==> src/rtl/nco_pkg.sv <==
package nco_pkg;
  localparam int NCO_ACC_W   = 28;
  localparam int NCO_PH_W    = 12;
  localparam int NCO_LATENCY = 7;

  typedef enum logic {BANK0 = 1'b0, BANK1 = 1'b1} bank_e;
endpackage

==> src/rtl/nco_sel_reg.sv <==
module nco_sel_reg
  import nco_pkg::*;
#(
  parameter int ACC_W = NCO_ACC_W,
  parameter int PH_W  = NCO_PH_W
) (
  input  logic             clk,
  input  logic             rst,
  input  logic [ACC_W-1:0] freq0_i,
  input  logic [ACC_W-1:0] freq1_i,
  input  logic [PH_W-1:0]  phase0_i,
  input  logic [PH_W-1:0]  phase1_i,
  input  logic             fsel_i,
  input  logic             psel_i,
  input  logic             clear_i,
  input  logic             halt_i,
  output logic [ACC_W-1:0] tw_o,
  output logic [PH_W-1:0]  off_o,
  output logic             clear_o,
  output logic             halt_o
);
  bank_e fbank, pbank;
  assign fbank = bank_e'(fsel_i);
  assign pbank = bank_e'(psel_i);

  // Inputs are captured every cycle, including during halt.
  always_ff @(posedge clk) begin
    if (rst) begin
      tw_o    <= '0;
      off_o   <= '0;
      clear_o <= 1'b1;
      halt_o  <= 1'b0;
    end else begin
      tw_o    <= (fbank == BANK1) ? freq1_i : freq0_i;
      off_o   <= (pbank == BANK1) ? phase1_i : phase0_i;
      clear_o <= clear_i;
      halt_o  <= halt_i;
    end
  end

  a_r8_reset_clears : assert property (@(posedge clk) rst |=> clear_o && !halt_o)
    else $error("reset did not force the clear state");
endmodule

==> src/rtl/nco_phase_acc.sv <==
module nco_phase_acc
  import nco_pkg::*;
#(
  parameter int ACC_W = NCO_ACC_W,
  parameter int PH_W  = NCO_PH_W
) (
  input  logic             clk,
  input  logic             rst,
  input  logic [ACC_W-1:0] tw_i,
  input  logic [PH_W-1:0]  off_i,
  input  logic             clear_i,
  input  logic             halt_i,
  output logic [PH_W-1:0]  top_o,
  output logic [PH_W-1:0]  off_o,
  output logic             vld_o
);
  localparam int TOP_LSB = ACC_W - PH_W;

  logic [ACC_W-1:0] acc;

  // The tuning word only sets the step; the accumulator is never reloaded.
  always_ff @(posedge clk) begin
    if (rst || clear_i) begin
      acc   <= '0;
      off_o <= '0;
      vld_o <= 1'b0;
    end else if (!halt_i) begin
      acc   <= acc + tw_i;
      off_o <= off_i;
      vld_o <= 1'b1;
    end
  end

  assign top_o = acc[ACC_W-1:TOP_LSB];

  a_r5_clear_zero : assert property (@(posedge clk) disable iff (rst)
    clear_i |=> (acc == '0) && !vld_o)
    else $error("accumulator not zero under clear");

  a_r1_step : assert property (@(posedge clk) disable iff (rst)
    (!clear_i && !halt_i) |=> acc == ACC_W'($past(acc) + $past(tw_i)))
    else $error("accumulator step differs from tuning word");

  a_r6_acc_hold : assert property (@(posedge clk) disable iff (rst)
    (halt_i && !clear_i) |=> $stable(acc))
    else $error("accumulator moved during halt");
endmodule

==> src/rtl/nco_offset_add.sv <==
module nco_offset_add
  import nco_pkg::*;
#(
  parameter int PH_W = NCO_PH_W
) (
  input  logic            clk,
  input  logic            rst,
  input  logic [PH_W-1:0] top_i,
  input  logic [PH_W-1:0] off_i,
  input  logic            vld_i,
  input  logic            clear_i,
  input  logic            halt_i,
  output logic [PH_W-1:0] sum_o,
  output logic            vld_o
);
  // Modulo 2^PH_W add: the carry out is dropped on purpose.
  always_ff @(posedge clk) begin
    if (rst || clear_i) begin
      sum_o <= '0;
      vld_o <= 1'b0;
    end else if (!halt_i) begin
      sum_o <= top_i + off_i;
      vld_o <= vld_i;
    end
  end

  a_r3_offset_sum : assert property (@(posedge clk) disable iff (rst)
    (!clear_i && !halt_i) |=> sum_o == PH_W'($past(top_i) + $past(off_i)))
    else $error("offset sum wrong");
endmodule

==> src/rtl/nco_delay_line.sv <==
module nco_delay_line #(
  parameter int W     = 13,
  parameter int DEPTH = 5
) (
  input  logic         clk,
  input  logic         rst,
  input  logic         clear_i,
  input  logic         halt_i,
  input  logic [W-1:0] d_i,
  output logic [W-1:0] q_o
);
  logic [W-1:0] stg [DEPTH];

  for (genvar i = 0; i < DEPTH; i++) begin : g_stage
    logic [W-1:0] src;
    if (i == 0) begin : g_head
      assign src = d_i;
    end else begin : g_body
      assign src = stg[i-1];
    end
    always_ff @(posedge clk) begin
      if (rst || clear_i)  stg[i] <= '0;
      else if (!halt_i)    stg[i] <= src;
    end
  end

  assign q_o = stg[DEPTH-1];
endmodule

==> src/rtl/nco_phase_core.sv <==
module nco_phase_core
  import nco_pkg::*;
#(
  parameter int ACC_W   = NCO_ACC_W,
  parameter int PH_W    = NCO_PH_W,
  parameter int LATENCY = NCO_LATENCY
) (
  input  logic             clk,
  input  logic             rst,
  input  logic [ACC_W-1:0] freq0_i,
  input  logic [ACC_W-1:0] freq1_i,
  input  logic [PH_W-1:0]  phase0_i,
  input  logic [PH_W-1:0]  phase1_i,
  input  logic             fsel_i,
  input  logic             psel_i,
  input  logic             clear_i,
  input  logic             halt_i,
  output logic [PH_W-1:0]  phase_o,
  output logic             valid_o
);
  localparam int DLY   = LATENCY - 2;
  localparam int TAP_W = PH_W + 1;

  logic [ACC_W-1:0] tw_q;
  logic [PH_W-1:0]  off_q, off_d, top, sum;
  logic             clear_q, halt_q, acc_vld, sum_vld;
  logic [TAP_W-1:0] tap;

  nco_sel_reg #(.ACC_W(ACC_W), .PH_W(PH_W)) u_sel (
    .clk(clk), .rst(rst),
    .freq0_i(freq0_i), .freq1_i(freq1_i),
    .phase0_i(phase0_i), .phase1_i(phase1_i),
    .fsel_i(fsel_i), .psel_i(psel_i),
    .clear_i(clear_i), .halt_i(halt_i),
    .tw_o(tw_q), .off_o(off_q), .clear_o(clear_q), .halt_o(halt_q)
  );

  nco_phase_acc #(.ACC_W(ACC_W), .PH_W(PH_W)) u_acc (
    .clk(clk), .rst(rst), .tw_i(tw_q), .off_i(off_q),
    .clear_i(clear_q), .halt_i(halt_q),
    .top_o(top), .off_o(off_d), .vld_o(acc_vld)
  );

  nco_offset_add #(.PH_W(PH_W)) u_add (
    .clk(clk), .rst(rst), .top_i(top), .off_i(off_d), .vld_i(acc_vld),
    .clear_i(clear_q), .halt_i(halt_q),
    .sum_o(sum), .vld_o(sum_vld)
  );

  nco_delay_line #(.W(TAP_W), .DEPTH(DLY)) u_dly (
    .clk(clk), .rst(rst), .clear_i(clear_q), .halt_i(halt_q),
    .d_i({sum_vld, sum}), .q_o(tap)
  );

  assign phase_o = tap[PH_W-1:0];
  assign valid_o = tap[PH_W];

  a_r6_out_hold : assert property (@(posedge clk) disable iff (rst)
    (halt_q && !clear_q) |=> $stable(phase_o) && $stable(valid_o))
    else $error("output moved during halt");

  a_r9_clear_wins : assert property (@(posedge clk) disable iff (rst)
    (clear_q && halt_q) |=> !valid_o && (phase_o == '0))
    else $error("halt overrode clear");

  a_r8_reset_out : assert property (@(posedge clk)
    rst |=> !valid_o && (phase_o == '0))
    else $error("reset did not zero the output");
endmodule

==> config.mk <==
export PLATFORM = sky130hd
export DESIGN_NAME = nco_phase_core
export DESIGN_NICKNAME = d
export VERILOG_FILES = /design/src/rtl/nco_pkg.sv /design/src/rtl/nco_sel_reg.sv /design/src/rtl/nco_phase_acc.sv /design/src/rtl/nco_offset_add.sv /design/src/rtl/nco_delay_line.sv /design/src/rtl/nco_phase_core.sv
export SDC_FILE = /design/constraint.sdc
export NUM_CORES = 1
export LEC_CHECK = 0
export BUFFER_PORTS_ARGS = -buffer_cell sky130_fd_sc_hd__buf_2
export CELL_PAD_IN_SITES_DETAIL_PLACEMENT = 1
export CELL_PAD_IN_SITES_GLOBAL_PLACEMENT = 1
export CORE_MARGIN = 2
export CORE_UTILIZATION = 45
export CTS_CLUSTER_DIAMETER = 30
export DETAILED_ROUTE_END_ITERATION = 12
export GPL_ROUTABILITY_DRIVEN = 0
export PLACE_DENSITY = 0.88
export SLEW_MARGIN = 30
export SYNTH_ARGS = -nofsm -noshare
export SYNTH_HDL_FRONTEND = slang
export SYNTH_SLANG_ARGS = --single-unit
export TNS_END_PERCENT = 10
==> constraint.sdc <==
create_clock -name clk -period 3.28 [get_ports clk]
set_clock_uncertainty 0.05 [all_clocks]
set_input_delay 0.492 -clock clk [delete_from_list [all_inputs] [get_ports clk]]
set_output_delay 0.492 -clock clk [all_outputs]
set_load 0.03 [all_outputs]
Word-level counts from Yosys, hierarchy flattened:

Memory sizes are Yosys's and may differ from the RTL's.
Index checks and enable logic that the tools add are counted.
W data, S select, Z words.

* memory bits (writable): 65
* bits in registers: 96
* memories kept: 1
* logic and storage cells: 30

* multiplexer cells: 12
* bitwise logic cells: 5
* reduce and logical (&&, ||, !) cells: 1
* $add $sub $neg: 2

Memories
* u_dly.stg: depth 5, bits a word 13, rd ports 5, clocked after Yosys merged registers in 0, write ports 5, RTL line nco_delay_line.sv:12 `logic [W-1:0] stg [DEPTH];`

Operators by type and width (number)
* $mux W13: 5
* $add A28 B28 Y28: 1
* $mux W28: 1
* $add A12 B12 Y12: 1
* $mux W12: 1
* $mux W1: 5
* $or A1 B1 Y1: 5
* $logic_or A1 B1 Y1: 1

Longest topological paths before layout:

* word-level depth: 4
* gate-level depth with buffers: 10
* gate-level depth less buffers: 10

Cells and area by module:

From an unflattened synthesis, not the netlist that was laid out.

* cell total of the unflattened synthesis: 752
* area, all modules: 8439.3 um^2

By module, submodules not included
* nco_phase_acc: cells an instance 358, sequential area each 820.8 um^2, area an instance 3017.9 um^2, instances 1
* nco_delay_line: cells an instance 152, sequential area each 1951.9 um^2, area an instance 2949.1 um^2, instances 1
* nco_sel_reg: cells an instance 133, sequential area each 840.8 um^2, area an instance 1488.9 um^2, instances 1
* nco_offset_add: cells an instance 109, sequential area each 260.2 um^2, area an instance 983.4 um^2, instances 1

Worst setup path before layout:

No wires, ideal clock.

* path kind: input port to flip-flop
* start: input rst
* end: memory u_dly.stg[0][0] (enable)
* path buffers: 2
* cell stages on the path: 5
* data arrival time: 2.477 ns
* setup slack: 0.334 ns
* cells stage by stage: clkbuf_1 > nor2_1 > and2_1 > clkbuf_1 > inv_1

RTL lines
* from (decl): RTL line nco_phase_core.sv:9 `input logic rst,`
* to (decl): RTL line nco_delay_line.sv:12

Worst setup path in the final report:

* start: register u_acc.acc[0]
* end: register u_acc.acc[18]

* cells in the longest elaborated chain, start to end: 1

Ends and longest elaborated chain
* from (decl): RTL line nco_phase_acc.sv:19 `logic [ACC_W-1:0] acc;`
* from (signal assigned): RTL line nco_phase_acc.sv:28 `acc <= acc + tw_i;`
* $add A28 B28 Y28: RTL line nco_phase_acc.sv:28

Every way passes these cells.
A chain may end at the register's enable or synchronous reset.

==> impl_results.html <==
<table>
<tr><th>Metric</th><th>Value</th></tr>
<tr><th colspan="2">STA</th></tr>
<tr><td>Count of final max-slew check failures</td><td>0</td></tr>
<tr><td>Maximum clock frequency</td><td>333.2 MHz</td></tr>
<tr><td>Count of final setup violators</td><td>0</td></tr>
<tr><td>Crit path setup slack, layout</td><td>between 0.2 and 0.3 ns</td></tr>
<tr><td>Headroom to the max-slew limit</td><td>about 46%</td></tr>
<tr><td>Unrepaired setup endpoints after global routing</td><td>false</td></tr>
<tr><td>Least-Margin Pin Slew</td><td>between 0.8 and 0.9 ns</td></tr>
<tr><td>Setup Total Neg Slack</td><td>0 ns</td></tr>
<tr><td>Min Tclk post-route</td><td>approximately 3 ns</td></tr>
<tr><td>Portion of the clock cycle consumed by the worst path in the final layout</td><td>between 90% and 100%</td></tr>
<tr><td>Final-report hold violation count</td><td>0</td></tr>
<tr><th colspan="2">Worst setup path</th></tr>
<tr><td>Arr. time, crit path</td><td>~3.3 ns</td></tr>
<tr><td>CP peak stage delay</td><td>around 0.46 ns</td></tr>
<tr><td>Worst path cell trace</td><td>ha_1 &gt; fa_1 &gt; a211oi_2 &gt; o21bai_2 &gt; a211oi_2 &gt; o311ai_2 &gt; a311oi_2 &gt; nor2_1 &gt; xor2_1 &gt; a22o_1</td></tr>
<tr><td>Max Fanout on Critical Path</td><td>4</td></tr>
<tr><td>Kind of cell with the highest combined delay on the critical path</td><td>compound AO/OA/AOI/OAI gates</td></tr>
<tr><td>WP data required</td><td>~3.6 ns</td></tr>
<tr><td>Cell seen most often among critical-path stages</td><td>sky130_fd_sc_hd__a211oi_2</td></tr>
<tr><td>Startpoint Class</td><td>flip-flop</td></tr>
<tr><td>Critical setup path kind</td><td>flip-flop to flip-flop</td></tr>
<tr><td>Critical Path Slowest Stage Cell</td><td>sky130_fd_sc_hd__fa_1</td></tr>
<tr><td>Critical path endpoint category</td><td>flip-flop</td></tr>
<tr><td>Critical path buffer and inverter count</td><td>0</td></tr>
<tr><th colspan="2">Floorplanning</th></tr>
<tr><td>Die footprint</td><td>roughly 18000 um2</td></tr>
<tr><td>Placeable core region</td><td>16580 um2</td></tr>
<tr><td>Y dimension of the die</td><td>approximately 130 um</td></tr>
<tr><td>Initial Util</td><td>between 40% and 50%</td></tr>
<tr><td>IO Pins</td><td>~100</td></tr>
<tr><td>Horizontal die dimension</td><td>134.1 um</td></tr>
<tr><td>Number of rows in the core area</td><td>between 40 and 50</td></tr>
<tr><th colspan="2">Cells and area</th></tr>
<tr><td>Number of nets at the end of the flow</td><td>935</td></tr>
<tr><td>Area of all placed cells without fillers</td><td>8915 um2</td></tr>
<tr><td>Antenna cell count</td><td>0</td></tr>
<tr><td>Area delta synth-&gt;final</td><td>17.13%</td></tr>
<tr><td>Share of final-layout standard cells stronger than drive strength 1</td><td>19.71%</td></tr>
<tr><th colspan="2">Logic synthesis</th></tr>
<tr><td>Post-synthesis instance area</td><td>around 7600 um2</td></tr>
<tr><td>Mean instance size in the synthesized netlist</td><td>~11 um2</td></tr>
<tr><td>Sequential-to-total area share from yosys stat</td><td>about 51%</td></tr>
<tr><td>Share of Yosys cell area claimed by the top area cell type</td><td>between 20% and 30%</td></tr>
<tr><td>Arithmetic-cell share of the synthesized area counting full adders, half adders and majority gates</td><td>6.773%</td></tr>
<tr><td>Count of yosys warnings during synthesis</td><td>0</td></tr>
<tr><td>Largest family of logic cells by synthesized area</td><td>simple AND/OR/NAND/NOR gates</td></tr>
<tr><td>Synthesized netlist net count</td><td>847</td></tr>
<tr><td>Synth top area cells</td><td>sky130_fd_sc_hd__edfxtp_1 26%, sky130_fd_sc_hd__dfxtp_1 25%, sky130_fd_sc_hd__mux2i_1 8.7%, sky130_fd_sc_hd__ha_1 6.2%, sky130_fd_sc_hd__and2_1 5.8%</td></tr>
<tr><td>Largest area contributor in the synthesized netlist</td><td>sky130_fd_sc_hd__edfxtp_1</td></tr>
<tr><td>Synthesized-area fraction occupied by and/or/nand/nor cells</td><td>between 10% and 20%</td></tr>
<tr><td>Number of synthesized flops with an enable pin</td><td>65</td></tr>
<tr><td>Share of synthesized area spent on multiplexers</td><td>between 8 and 9%</td></tr>
<tr><td>Compound-Gate Fraction of Synth Area</td><td>11.93%</td></tr>
<tr><td>Count of unique library cells instantiated by Yosys</td><td>between 60 and 70</td></tr>
<tr><td>Fraction of registers with async set/reset</td><td>0%</td></tr>
<tr><td>Commonest register cell after synthesis</td><td>sky130_fd_sc_hd__dfxtp_1</td></tr>
<tr><td>Xor and xnor area share after synthesis</td><td>under 10%</td></tr>
<tr><td>FF+latch count, synth</td><td>between 150 and 200</td></tr>
<tr><td>Post-synthesis cell count</td><td>~700</td></tr>
<tr><th colspan="2">Clock tree</th></tr>
<tr><td>Clk sink count</td><td>about 160</td></tr>
<tr><td>Deepest clock path buffer count</td><td>2</td></tr>
<tr><td>Cts bufs inserted</td><td>17</td></tr>
<tr><td>Cts repair resizes</td><td>0</td></tr>
<tr><td>Setup fix buffers added after clock tree synthesis</td><td>0</td></tr>
<tr><td>Clock tree from TritonCTS</td><td>done</td></tr>
<tr><td>Clock latency reported for the late side of the worst-skew pair</td><td>0.44 ns</td></tr>
<tr><td>Total of hold buffers inserted after clock tree synthesis</td><td>0</td></tr>
<tr><td>H-tree lvl count</td><td>4</td></tr>
<tr><td>Root Driver</td><td>sky130_fd_sc_hd__clkbuf_16</td></tr>
<tr><td>CTS clk-pin slew, worst paths</td><td>around 0.07 ns</td></tr>
<tr><th colspan="2">Global route</th></tr>
<tr><td>Largest net degree at the start of global routing</td><td>70</td></tr>
<tr><td>Combined global-route utilization of all metal layers</td><td>between 15 and 20%</td></tr>
<tr><td>Via count of the first global-routing pass</td><td>between 5000 and 6000</td></tr>
<tr><td>Total overflow reported by the global router</td><td>0</td></tr>
<tr><td>Number of antenna violations at the first check in global routing</td><td>0</td></tr>
<tr><td>Global-route wire length before repair</td><td>roughly 28000 um</td></tr>
<tr><th colspan="2">Drt</th></tr>
<tr><td>Via count of the routed design</td><td>5521</td></tr>
<tr><td>Drt first-iter violations</td><td>slightly below 200</td></tr>
<tr><td>Detailed Routing Iterations Pass 1</td><td>4</td></tr>
<tr><td>Remaining DRCs</td><td>0</td></tr>
<tr><td>Average vias per placed instance</td><td>approximately 5.3</td></tr>
<tr><td>Post-route ant nets</td><td>0</td></tr>
<tr><td>Routed WL</td><td>~17000 um</td></tr>
<tr><td>Routed WL per cell</td><td>between 15 and 20 um</td></tr>
<tr><th colspan="2">Power and ir drop</th></tr>
<tr><td>Clock share of power</td><td>44.5%</td></tr>
<tr><td>Maximum vdd ir drop</td><td>~0.4 mV</td></tr>
<tr><td>Share of total power in combinational logic</td><td>about 7.6%</td></tr>
<tr><td>Net switching fraction of the power</td><td>between 20% and 30%</td></tr>
<tr><td>Design internal power</td><td>between 0.003 and 0.004 W</td></tr>
<tr><td>Relative contribution of sequential cells to total power</td><td>47.9%</td></tr>
<tr><td>Power spent charging and discharging nets</td><td>0.001139 W</td></tr>
<tr><td>Power per cell area</td><td>roughly 510 nW/um2</td></tr>
<tr><td>Pleak</td><td>~4 nW</td></tr>
<tr><th colspan="2">Run</th></tr>
<tr><td>Count of maximum capacitance violations</td><td>0</td></tr>
<tr><th colspan="2">Placed design</th></tr>
<tr><td>Worst Setup Slack post-DPL</td><td>0.3979 ns</td></tr>
<tr><td>Detailed placement HPWL</td><td>roughly 12000 um</td></tr>
<tr><td>Post-placement cell area</td><td>about 8300 um2</td></tr>
<tr><td>Count of buffers from port buffering</td><td>around 100</td></tr>
<tr><th colspan="2">Status</th></tr>
<tr><td>Outcome</td><td>complete, no violations</td></tr>
<tr><th colspan="2">Hold path</th></tr>
<tr><td>Class of the tightest hold or removal check</td><td>input port to flip-flop</td></tr>
</table>
[sequential cells by signal (all words and copies together), names as in the netlist, 12 cells and up]
signal	count
u_add.sum_o	12
u_dly.stg	65
u_acc.acc	28
u_sel.off_o	12
u_sel.tw_o	28
u_acc.off_o	12
[layer usage]
layer / vias to the layer above / track usage (%) / wire length [um]
met1: 2650 / 24.73 / 7690
met4: 0 / 7.193 / 238
met3: 21 / 3.439 / 586
met2: 131 / 34.53 / 8198
li1: 2719 / - / -
met5: - / 0 / 0
[cells in the final DEF (no fill, tap or decap), drive strengths merged, types with 2 or more instances in the layout]
master   synthesis  final
or2              3      3
nor2           110    110
a31oi            4      4
mux2i           66     66
nand2           21     21
xnor2           19     19
a21oi           48     48
o22ai            2      2
nor3             8      8
inv              9     18
clkinv           0      4
ha              38     38
nand3b           4      4
and2            70     70
a211oi           8      8
a21o            22     22
nand3            6      6
nor2b            2      2
xor2             9      9
o21bai           6      6
o21ai           24     24
o21a             2      2
nor3b            3      3
o211ai           3      3
edfxtp          65     65
nand4            6      6
or3              2      2
fa               2      2
clkbuf          26     17
o31ai            3      3
buf             11    106
a2111oi          2      2
dfxtp           96     96
nand2b           4      4
[power groups by stage]
stage	Combinational (W)	Sequential, W	Clock (W)
6_report	0.000343	0.00216	0.00201
5_1_grt	0.000384	0.00217	0.00212
4_1_cts	0.000346	0.00216	0.00205
3_5_place_dp	0.000342	0.00220	0
3_3_place_gp	0.000329	0.00220	0
2_1_floorplan	0.000233	0.00220	0
[final timing paths]
check,end,start,cells past startpoint,slack [ns]
worst max register to register,u_acc.acc[18],u_acc.acc[0],10,0.28
worst min-delay path,u_sel.clear_o,clear_i,2,0.20
worst min register to register,u_acc.vld_o,u_acc.vld_o,2,0.41
worst max-delay path,u_acc.acc[18],u_acc.acc[0],10,0.28
[layout make-up]
type,instances,area [um2]
fillers,1846,7669
flip-flops and latches,161,3875
multi-input cells,514,3551
repair buffers,106,575.6
clock buffers,17,425.4
well taps,220,275.3
clock inverters,15,178.9
inverters,9,33.78
[Yosys cell counts, types with 2 or more instances]
cell type	n
sky130_fd_sc_hd__clkbuf_1	26
sky130_fd_sc_hd__o21a_1	2
sky130_fd_sc_hd__a211oi_1	4
sky130_fd_sc_hd__and2_1	70
sky130_fd_sc_hd__nand3b_1	4
sky130_fd_sc_hd__nand2_2	2
sky130_fd_sc_hd__ha_1	38
sky130_fd_sc_hd__nor3b_1	3
sky130_fd_sc_hd__nor2_1	110
sky130_fd_sc_hd__inv_1	9
sky130_fd_sc_hd__mux2i_1	66
sky130_fd_sc_hd__edfxtp_1	65
sky130_fd_sc_hd__o211ai_1	3
sky130_fd_sc_hd__a31oi_1	4
sky130_fd_sc_hd__xnor2_1	19
sky130_fd_sc_hd__a21o_1	21
sky130_fd_sc_hd__a211oi_2	4
sky130_fd_sc_hd__nor2b_1	2
sky130_fd_sc_hd__nand2b_1	4
sky130_fd_sc_hd__nand4_1	6
sky130_fd_sc_hd__or2_2	3
sky130_fd_sc_hd__nand2_1	19
sky130_fd_sc_hd__o21ai_1	8
sky130_fd_sc_hd__nand3_1	6
sky130_fd_sc_hd__o21ai_2	2
sky130_fd_sc_hd__dfxtp_1	96
sky130_fd_sc_hd__nor3_1	7
sky130_fd_sc_hd__a21oi_1	48
sky130_fd_sc_hd__o31ai_1	2
sky130_fd_sc_hd__buf_1	4
sky130_fd_sc_hd__o22ai_1	2
sky130_fd_sc_hd__buf_2	4
sky130_fd_sc_hd__buf_4	3
sky130_fd_sc_hd__o21bai_1	5
sky130_fd_sc_hd__xor2_1	9
sky130_fd_sc_hd__o21ai_0	14
sky130_fd_sc_hd__fa_1	2
[worst reg2reg max path, cell delays in order (launching register included)]
cell                       delay, ns
sky130_fd_sc_hd__dfxtp_1        0.32
sky130_fd_sc_hd__ha_1           0.23
sky130_fd_sc_hd__fa_1           0.46
sky130_fd_sc_hd__a211oi_2       0.28
sky130_fd_sc_hd__o21bai_2       0.14
sky130_fd_sc_hd__a211oi_2       0.38
sky130_fd_sc_hd__o311ai_2       0.20
sky130_fd_sc_hd__a311oi_2       0.36
sky130_fd_sc_hd__nor2_1         0.09
sky130_fd_sc_hd__xor2_1         0.17
sky130_fd_sc_hd__a22o_1         0.22
[through the flow]
step / cells / power, W / hold slack, ns / utilization, %
6_report: 1042 / 0.004511 / 0.1953 / 53.76
5_1_grt: 1042 / 0.004675 / 0.2115 / 53.76
4_1_cts: 1042 / 0.004556 / 0.1865 / 53.76
3_5_place_dp: 1010 / 0.002547 / 0.4043 / 50.11
3_3_place_gp: 1010 / 0.002531 / 0.3790 / 50.11
2_1_floorplan: 721 / 0.002428 / 0.3667 / -
[cells by family (layout without fill, tap and decap cells)]
| kind of cell | Yosys count | count (layout) |
|---|---|---|
| muxes | 66 | 66 |
| buffers and inverters | 46 | 147 |
| xor gates and xnor gates | 28 | 28 |
| and+or+nand+nor | 245 | 245 |
| AOI/OAI and AO/OA | 135 | 135 |
| DFF | 161 | 161 |
| adders and majority gates | 40 | 40 |
No activity file was read; power rests on OpenSTA's default activity.
